File: src/rtl/fpr_pkg.sv
package fpr_pkg;
  localparam int unsigned QW = 128;
  localparam int unsigned DW = 64;
  localparam int unsigned SW = 32;
  localparam int unsigned HW = 16;

  typedef enum logic [2:0] {
    FMT_HALF = 3'd0,
    FMT_BF16 = 3'd1,
    FMT_SNGL = 3'd2,
    FMT_DBL  = 3'd3,
    FMT_QUAD = 3'd4
  } fmt_e;

  localparam logic [HW-1:0] CNAN_HALF = 16'h7E00;
  localparam logic [HW-1:0] CNAN_BF16 = 16'h7FC0;
  localparam logic [SW-1:0] CNAN_SNGL = 32'h7FC0_0000;
  localparam logic [DW-1:0] CNAN_DBL  = 64'h7FF8_0000_0000_0000;
endpackage

File: src/rtl/fpr_box_check.sv
module fpr_box_check
  import fpr_pkg::*;
(
  input  logic [QW-1:0] raw_i,
  output logic          box_d_o,
  output logic          box_s_o,
  output logic          box_h_o
);
  // Each level requires the level above it plus its own band of ones.
  assign box_d_o = &raw_i[QW-1:DW];
  assign box_s_o = box_d_o & (&raw_i[DW-1:SW]);
  assign box_h_o = box_s_o & (&raw_i[SW-1:HW]);
endmodule

File: src/rtl/fpr_fp_src.sv
module fpr_fp_src
  import fpr_pkg::*;
(
  input  logic [DW-1:0] low_i,
  input  logic          box_d_i,
  input  logic          box_s_i,
  input  logic          box_h_i,
  input  fmt_e          fmt_i,
  output logic [DW-1:0] val_o,
  output logic          sub_o
);
  always_comb begin
    val_o = '0;
    sub_o = 1'b0;
    unique case (fmt_i)
      FMT_HALF: begin
        val_o[HW-1:0] = box_h_i ? low_i[HW-1:0] : CNAN_HALF;
        sub_o         = ~box_h_i;
      end
      FMT_BF16: begin
        val_o[HW-1:0] = box_h_i ? low_i[HW-1:0] : CNAN_BF16;
        sub_o         = ~box_h_i;
      end
      FMT_SNGL: begin
        val_o[SW-1:0] = box_s_i ? low_i[SW-1:0] : CNAN_SNGL;
        sub_o         = ~box_s_i;
      end
      FMT_DBL: begin
        val_o = box_d_i ? low_i : CNAN_DBL;
        sub_o = ~box_d_i;
      end
      default: begin
        val_o = '0;
        sub_o = 1'b0;
      end
    endcase
  end
endmodule

File: src/rtl/fpr_int_src.sv
module fpr_int_src
  import fpr_pkg::*;
#(
  parameter int unsigned IDX_W = 5
) (
  input  logic [DW-1:0]    lo_i,
  input  logic [SW-1:0]    hi_i,
  input  logic [IDX_W-1:0] idx_i,
  input  logic             xlen64_i,
  input  fmt_e             fmt_i,
  output logic [DW-1:0]    val_o
);
  logic pair_zero;
  assign pair_zero = (idx_i == '0);

  always_comb begin
    val_o = '0;
    unique case (fmt_i)
      FMT_HALF, FMT_BF16: val_o[HW-1:0] = lo_i[HW-1:0];
      FMT_SNGL:           val_o[SW-1:0] = lo_i[SW-1:0];
      FMT_DBL: begin
        if (xlen64_i)       val_o = lo_i;
        else if (pair_zero) val_o = '0;
        else                val_o = {hi_i, lo_i[SW-1:0]};
      end
      default:            val_o = '0;
    endcase
  end
endmodule

File: src/rtl/fpr_operand_reader.sv
module fpr_operand_reader
  import fpr_pkg::*;
#(
  parameter int unsigned IDX_W = 5
) (
  input  logic [127:0]     fp_reg_i,
  input  logic [63:0]      int_lo_i,
  input  logic [31:0]      int_hi_i,
  input  logic [IDX_W-1:0] src_idx_i,
  input  logic [2:0]       fmt_i,
  input  logic             xlen64_i,
  input  logic             int_mode_i,
  output logic [127:0]     operand_o,
  output logic             nan_sub_o
);
  fmt_e          fmt;
  logic          box_d, box_s, box_h;
  logic [DW-1:0] fp_val, int_val;
  logic          fp_sub;

  assign fmt = fmt_e'(fmt_i);

  fpr_box_check u_box (
    .raw_i  (fp_reg_i),
    .box_d_o(box_d),
    .box_s_o(box_s),
    .box_h_o(box_h)
  );

  fpr_fp_src u_fp (
    .low_i  (fp_reg_i[DW-1:0]),
    .box_d_i(box_d),
    .box_s_i(box_s),
    .box_h_i(box_h),
    .fmt_i  (fmt),
    .val_o  (fp_val),
    .sub_o  (fp_sub)
  );

  fpr_int_src #(.IDX_W(IDX_W)) u_int (
    .lo_i    (int_lo_i),
    .hi_i    (int_hi_i),
    .idx_i   (src_idx_i),
    .xlen64_i(xlen64_i),
    .fmt_i   (fmt),
    .val_o   (int_val)
  );

  always_comb begin
    operand_o = '0;
    nan_sub_o = 1'b0;
    unique case (fmt)
      FMT_QUAD: operand_o = fp_reg_i;
      FMT_HALF, FMT_BF16, FMT_SNGL, FMT_DBL: begin
        if (int_mode_i) begin
          operand_o = {{(QW-DW){1'b0}}, int_val};
        end else begin
          operand_o = {{(QW-DW){1'b0}}, fp_val};
          nan_sub_o = fp_sub;
        end
      end
      default: operand_o = '0;
    endcase
  end
endmodule

File: config.mk
export PLATFORM = sky130hd
export DESIGN_NAME = fpr_operand_reader
export DESIGN_NICKNAME = d
export VERILOG_FILES = /design/src/rtl/fpr_pkg.sv /design/src/rtl/fpr_box_check.sv /design/src/rtl/fpr_fp_src.sv /design/src/rtl/fpr_int_src.sv /design/src/rtl/fpr_operand_reader.sv
export SDC_FILE = /design/constraint.sdc
export NUM_CORES = 1
export LEC_CHECK = 0
export ABC_AREA = 1
export BUFFER_PORTS_ARGS = -buffer_cell sky130_fd_sc_hd__buf_4
export CORE_AREA = 4 4 139 141
export DETAILED_ROUTE_END_ITERATION = 16
export DIE_AREA = 0 0 143 145
export GPL_ROUTABILITY_DRIVEN = 0
export SYNTH_ARGS = -nofsm -noshare
export SYNTH_HDL_FRONTEND = slang
export SYNTH_SLANG_ARGS = --single-unit
File: constraint.sdc
create_clock -name vclk -period 2.25
set_input_delay 0.45 -clock vclk [all_inputs]
set_output_delay 0.45 -clock vclk [all_outputs]
set_load 0.02 [all_outputs]
* Word level (Yosys, flattened, before mapping)
Index checks and enable logic that the tools add are counted. W data, S select, Z words.
Cells by class: add/sub/neg operators 0, equality and inequality tests 4, bitwise gates (word level) 5, multiplexer cells 17, shift-type cells 0, divide/modulo/power cells 0, order comparisons 0, multipliers 0, reductions and logical operators 8
Operators by type and width (number):
- $mux W64 | 4
- $pmux W128 S2 | 1
- $mux W32 | 3
- $pmux W16 S2 | 3
- $pmux W16 S4 | 1
- $reduce_and A64 Y1 | 1
- $mux W16 | 2
- $reduce_and A32 Y1 | 1
- $reduce_and A16 Y1 | 1
- $eq A3 B2 Y1 const B | 2
- $logic_not A5 Y1 | 1
- $reduce_or A4 Y1 | 1
- $eq A3 B1 Y1 const B | 1
- $eq A3 B3 Y1 const B | 1
- $logic_not A3 Y1 | 1
- $not A1 Y1 | 3
- $pmux W1 S3 | 1
- $reduce_or A3 Y1 | 1
- $and A1 B1 Y1 | 2
- $mux W1 | 2
- $reduce_or A2 Y1 | 1
Storage, ports and cells: bits in read-only memories 0, flip-flop bits (word level) 0, memories kept 0, bits in latches 0, word-level logic and storage cells 34, output and inout port bits 129, bits in writable memories 0, input bits 234

* Logic depth before layout (Yosys ltp)
Gate-level depths: netlist (run 1).
word-level depth 7, depth in mapped cells 12, depth with buffers taken out 12

* Modules after synthesis
Synthesis (run 1) repeated with hierarchy kept, for this count alone.
Unflattened totals: cells, all modules 1236, area total of the unflattened synthesis 5412.7 um2
By module, submodules not included:
- fpr_operand_reader | sequential area each 0.0 um2, cells each 622, area an instance 2635.0 um2, times used 1
- fpr_fp_src | sequential area each 0.0 um2, cells each 335, area an instance 1392.6 um2, times used 1
- fpr_int_src | sequential area each 0.0 um2, cells each 191, area an instance 1017.2 um2, times used 1
- fpr_box_check | sequential area each 0.0 um2, cells each 88, area an instance 367.9 um2, times used 1

* Worst setup path before layout (run 1)
Ideal clock, no wire load.
kind input to output, from input port xlen64_i, to output port operand_o[41], arrival 1.695 ns, required time 1.800 ns, setup slack 0.105 ns, stages on the path 6, cells stage by stage clkbuf_1 -> inv_1 -> clkbuf_1 -> nand3_1 -> a21boi_0 -> o21ai_0
Between the ends: word-level cells in the longest chain between the ends 4
Ends and longest elaborated chain:
- start: declaration | line fpr_operand_reader.sv:11 | input logic xlen64_i,
- $mux W64 | line fpr_int_src.sv:22 | if (xlen64_i) val_o = lo_i;
- $mux W32 | line fpr_int_src.sv:18 | unique case (fmt_i)
- $mux W64 | line fpr_operand_reader.sv:55 | if (int_mode_i) begin
- $pmux W128 S2 | line fpr_operand_reader.sv:52 | unique case (fmt)
- end: declaration | line fpr_operand_reader.sv:13 | output logic [127:0] operand_o,
No other way between the ends.

* Final worst setup path (run 1)
from input port fp_reg_i[100], to output port operand_o[23]
Between the ends: word-level cells in the longest chain between the ends 6, elaborated cells between the ends (all ways) 7
Ends and longest elaborated chain:
- start: declaration | line fpr_operand_reader.sv:6 | input logic [127:0] fp_reg_i,
- $reduce_and A64 Y1 (*) | line fpr_box_check.sv:10 | assign box_d_o = &raw_i[QW-1:DW];
- $and A1 B1 Y1 | line fpr_box_check.sv:11 | assign box_s_o = box_d_o & (&raw_i[DW-1:SW]);
- $mux W32 | line fpr_fp_src.sv:25 | val_o[SW-1:0] = box_s_i ? low_i[SW-1:0] : CNAN_SNGL;
- $pmux W16 S2 (*) | line fpr_fp_src.sv:15 | unique case (fmt_i)
- $mux W64 (*) | line fpr_operand_reader.sv:55
- $pmux W128 S2 (*) | line fpr_operand_reader.sv:52
Every way passes the cells marked *; elsewhere a longest branch is shown, timed or not.

==> results of run 1 <==
[placed cells by master (no fill, tap or decap), types with 6 or more instances in the layout]
cell type  synthesis  routed
a31oi_1           19      11
buf_12             0       8
buf_4              0     382
inv_1             83      82
nand2_1          246     201
nand2_4            1      21
nor2_1           115      96
a31oi_2            0       6
a21boi_0          20      20
nor2_4             4      11
o21ai_1           13      25
nand3_1           73      73
buf_6              2      55
nor2_2             1      13
nand2_2            4      30
nor3_2             0       6
a21oi_1           33      31
o21ai_0           32      10
nand4_1           12      12
o21ai_2            1      10
[layer usage]
metal  global-route usage (%)  routed length [um]  vias to the layer above
li1                         -                   -                     3120
met2                     31.2               10300                      234
met1                     22.8                8560                     2693
met5                        0                   0                        -
met4                     2.09                 359                        0
met3                     1.91                1430                       26
[power breakdown]
part	internal (mW)	switching [mW]	total (mW)
registers	0	0	0
logic	0.669	0.633	1.30
clock network	0	0	0
total	0.669	0.633	1.30
[cell families after synthesis]
kind of cell    Yosys count  synth area share [%]
compound gates          120                  21.9
buf+inv                 126                  15.7
simple gates            472                  62.4
[per-stage QoR]
stage,util [%],worst slack (ps)
floorplan,-,105
global placement,37.4,-267
detailed placement,37.4,-271
CTS,38.3,-222
global route,41.8,-330
finish,41.8,-173
[synth_stat cells (all sizes together)]
cell,count
nand2,251
buf,12
o211ai,1
a21oi,34
nand3,74
nor2,120
o21ai,46
inv,83
nand4,12
clkbuf,30
a31oi,19
clkinv,1
nor3,14
and2,1
a21boi,20
[how the worst min path moves through the flow]
stage	from	to	slack (ps)
6_report	fp_reg_i[10]	operand_o[10]	1210
2_1_floorplan	fp_reg_i[100]	operand_o[100]	1020
4_1_cts	fp_reg_i[5]	operand_o[5]	1210
3_3_place_gp	fp_reg_i[1]	operand_o[1]	1210
5_1_grt	fp_reg_i[65]	operand_o[65]	1230
3_5_place_dp	fp_reg_i[5]	operand_o[5]	1210
[timing repair]
action	4_1_cts	5_1_grt
setup buffers	2	2
setup endpoints to repair	65	65
endpoints found under the hold margin	0	0
resized for setup	56	157
pin swaps	15	76
gates cloned	1	1
[layout make-up]
| type | instances | area share, % |
|---|---|---|
| repair buffers | 451 | 49.9 |
| well taps | 229 | 3.81 |
| inverters | 84 | 4.20 |
| multi-input cells | 593 | 42.1 |
[critical path, delay by kind of cell]
family | cells | cell delay, ps
compound gates | 1 | 140
buf+inv | 3 | 340
simple gates | 10 | 1030
==> metrics.txt, run 1 <==
max_cap viols 0; synth top area cells nand2_1, nor2_1, nand3_1; global route overflow 0; FFs & Latches 0; hpwl dp 16.6 mm; DRC errors left 0; syn nets 952; syn avg cell area 4.40 um2; final wirelength 20.6 mm; top cell type's share of synthesized area 29.2%; fin crit share 108%; RSZ-0062 raised after global routing true; Starting Density 17.6%; die height 145 um; status finished, violations left; Placed Area 6720 um2; power density over cell area 173 nW/um2; post-synth top area cell nand2_1; Period minus WS final 2420 ps; io pins 363; Storage cell area 0 um2; Vias/cell 4.48; Achievable Freq 413 MHz; wire per inst 15.2 um; synthesized area 3160 um2; Buffers on Ports 363; GRT Util Overall 17.3%; Static Leakage 4.05 nW; fin. max-slew vios 0; # rows 49; worst hold stages 4; critical path class input port to output port; Crit Path Max Fanout 5; post-route ant nets 0; TritonRoute pass-1 iters 5; Fin Setup TNS -7780 ps; Multi-input gate area 3160 um2; core area 18000 um2; Antenna Cells 0; final setup vio count 65; VDD IR-drop max 85.1 uV; first-pass GRT wire length 29.9 mm; initial antenna violation count 0; setup ws final -173 ps; fin cells 1357; crit start category input port; vias 6073; cts hold-fix bufs 0; Final #Nets 1364; CP startpoint fp_reg_i[100]; slowest stage delay, CP 230 ps; worst endpoint required time 1800 ps; slowest cell on the critical path nor2_4; CP dominant cell by count nand2_1; Die X 143 um; final-layout clock buffer total 0; crit path DAT 1970 ps; end of the critical path operand_o[23]; total die area 20700 um2; Slew headroom 75.2%; pin slew with the least headroom to its limit 369 ps; endpoint class of the critical path output port; largest net degree at the start of global routing 65; distinct cell type count of the synthesized netlist 26; layout cell share with drive strength beyond 1 49.6%; Yosys warning total 0; post-synthesis cell count 718; DRT iter0 DRCs 241; min-delay worst type input port to output port; P&R area growth vs syn 138%; sequential-to-total area share from yosys stat 0%; vias in the first global route 5680; crit-path cells buf_6, nand2_4, buf_4, nor3_2, nand2_1, nor2_1, nand2_1, nor2_4, nand2_4, o21ai_2, nand3_1, nand2_1, nand2_2, buf_6; Tot Pwr 1.30 mW; Final Hold Viols 0; Fillers 1926; failing checks negative setup slack; final hold slack 1210 ps; cell count after placement 1352; Design Area, Final 7510 um2
Note: power is estimated with default switching activity, not from simulation.
==> run 2: changes to the inputs <==
--- a/config.mk
+++ b/config.mk
@@ -11,6 +11,7 @@
 export DETAILED_ROUTE_END_ITERATION = 16
 export DIE_AREA = 0 0 143 145
 export GPL_ROUTABILITY_DRIVEN = 0
+export GPL_TIMING_DRIVEN = 0
 export SYNTH_ARGS = -nofsm -noshare
 export SYNTH_HDL_FRONTEND = slang
 export SYNTH_SLANG_ARGS = --single-unit
==> run 2 against run 1 <==
  * The flow still finishes with violations (negative setup slack)
  * Cell area fell by 2.1%
  * Die area did not move
  * Clock-buffer cell count did not move
  * Hold slack got worse by 4.1 ps
  * Flip-flop and latch count did not move
  * Wire length rose by 5.7%
  * Total power fell by 3.1%
  * Critical path type unchanged
  * Global-route usage rose by 0.99 points
  * Fmax fell by 0.43%
  * Cell count fell by 1.6%
  * Largest power group unchanged
  * Via count fell by 0.33%
==> metrics.txt, run 2 (same netlist as run 1, synthesis figures left out) <==
Antenna Cells 0 (unchanged); FFs & Latches 0 (unchanged); P&R area growth vs syn 133% (was 138%); Core Util, Final 40.9% (was 41.8%); total die area 20700 um2 (unchanged); VDD IR-drop max 78.2 uV (was 85.1 uV); most common cell after layout, fill and taps aside buf_4 (unchanged); Period minus WS final 2430 ps (was 2420 ps); fin crit share 108% (about the same); hpwl dp 17.7 mm (was 16.6 mm); worst endpoint required time 1800 ps (about the same); Fin Setup TNS -8520 ps (was -7780 ps); fin cells 1335 (was 1357); Static Leakage 3.95 nW (was 4.05 nW); layout cell share with drive strength beyond 1 48.0% (was 49.6%); Final Hold Viols 0 (unchanged); Final #Nets 1342 (was 1364); commonest cells after routing, fill and taps aside buf_4, nand2_1, nor2_1 (unchanged); GRT Util Overall 18.3% (was 17.3%); wire per inst 16.3 um (was 15.2 um); Achievable Freq 411 MHz (was 413 MHz); Design Area, Final 7350 um2 (was 7510 um2); Fillers 1979 (was 1926); vias 6053 (was 6073); met3 wire len 1.58 mm (was 1.43 mm); max layer used met4 (unchanged); initial antenna violation count 0 (unchanged); failing checks negative setup slack (unchanged); wire length on met1 8.72 mm (was 8.56 mm); crit path DAT 1980 ps (was 1970 ps); DRC errors left 0 (unchanged); largest net degree at the start of global routing 11 (was 65); crit start category input port (unchanged); cell count after placement 1308 (was 1352); post-route ant nets 0 (unchanged); routed wl met2 11.1 mm (was 10.3 mm); Crit Path Max Fanout 7 (was 5); status finished, violations left (unchanged); setup ws final -183 ps (was -173 ps); Placed Area 6150 um2 (was 6720 um2); TritonRoute pass-1 iters 4 (was 5); endpoint class of the critical path output port (unchanged); Vias/cell 4.53 (was 4.48); vias in the first global route 5770 (was 5680); Slew headroom 49.6% (was 75.2%); final setup vio count 65 (unchanged); RSZ-0062 raised after global routing true (unchanged); Buffers on Ports 361 (was 363); final hold slack 1200 ps (was 1210 ps); min-delay worst type input port to output port (unchanged); critical path class input port to output port (unchanged); final-layout clock buffer total 0 (unchanged); Post-Place Worst Slack -591 ps (was -271 ps); Storage cell area 0 um2 (unchanged); fin. max-slew vios 0 (unchanged); final wirelength 21.8 mm (was 20.6 mm); power density over cell area 172 nW/um2 (was 173 nW/um2); DRT iter0 DRCs 303 (was 241); Starting Density 17.6% (unchanged); worst hold stages 4 (unchanged); global route overflow 0 (unchanged); Tot Pwr 1.26 mW (was 1.30 mW); core area 18000 um2 (unchanged); first-pass GRT wire length 31.2 mm (was 29.9 mm); max_cap viols 0 (unchanged); pin slew with the least headroom to its limit 756 ps (was 369 ps); # rows 49 (unchanged); Die X 143 um (unchanged); io pins 363 (unchanged); die height 145 um (unchanged)
run 2: layer usage:
metal	global-route usage, %	vias to the layer above
li1	-	3072
met1	23.1	2728
met2	32.9	227
met3	2.76	26
met4	3.56	0
met5	0	-
run 2: worst paths after layout:
check	from	endpoint	slack (ps)
max	fp_reg_i[100]	operand_o[4]	-180
min	fp_reg_i[40]	operand_o[40]	1200
run 2: what timing repair did:
action / in CTS / in global routing
cloned: 2 / 3
setup buffers: 14 / 8
hold buffers: 0 / 0
gates resized for setup: 133 / 156
pin swaps: 35 / 56
endpoints found under the setup margin: 125 / 97
run 2: power breakdown:
part | internal (mW) | total [mW] | switching [mW] | leakage, nW
sequential | 0 | 0 | 0 | 0
combinational | 0.619 | 1.26 | 0.643 | 3.95
clock | 0 | 0 | 0 | 0
run 2: critical path, stage by stage:
cell and delay [ps]:
buf_4 110, nand2_2 70, nor2_2 80, nand2_1 60, nor2_2 120, nand2_2 70
nor2_4 150, buf_6 160, o211ai_1 140, nand2_2 180, nand2_1 70, nand2_1 60
nand2_1 70, nand2_2 80, buf_6 120
run 2: area by class of cell:
| cell class | instances | area [um2] | area share, % |
|---|---|---|---|
| Multi-Input combinational cell | 594 | 3240 | 44.1 |
| Inverter | 84 | 315 | 4.29 |
| Buffer | 42 | 253 | 3.44 |
| Timing Repair Buffer | 386 | 3260 | 44.3 |
| Tap cell | 229 | 287 | 3.90 |
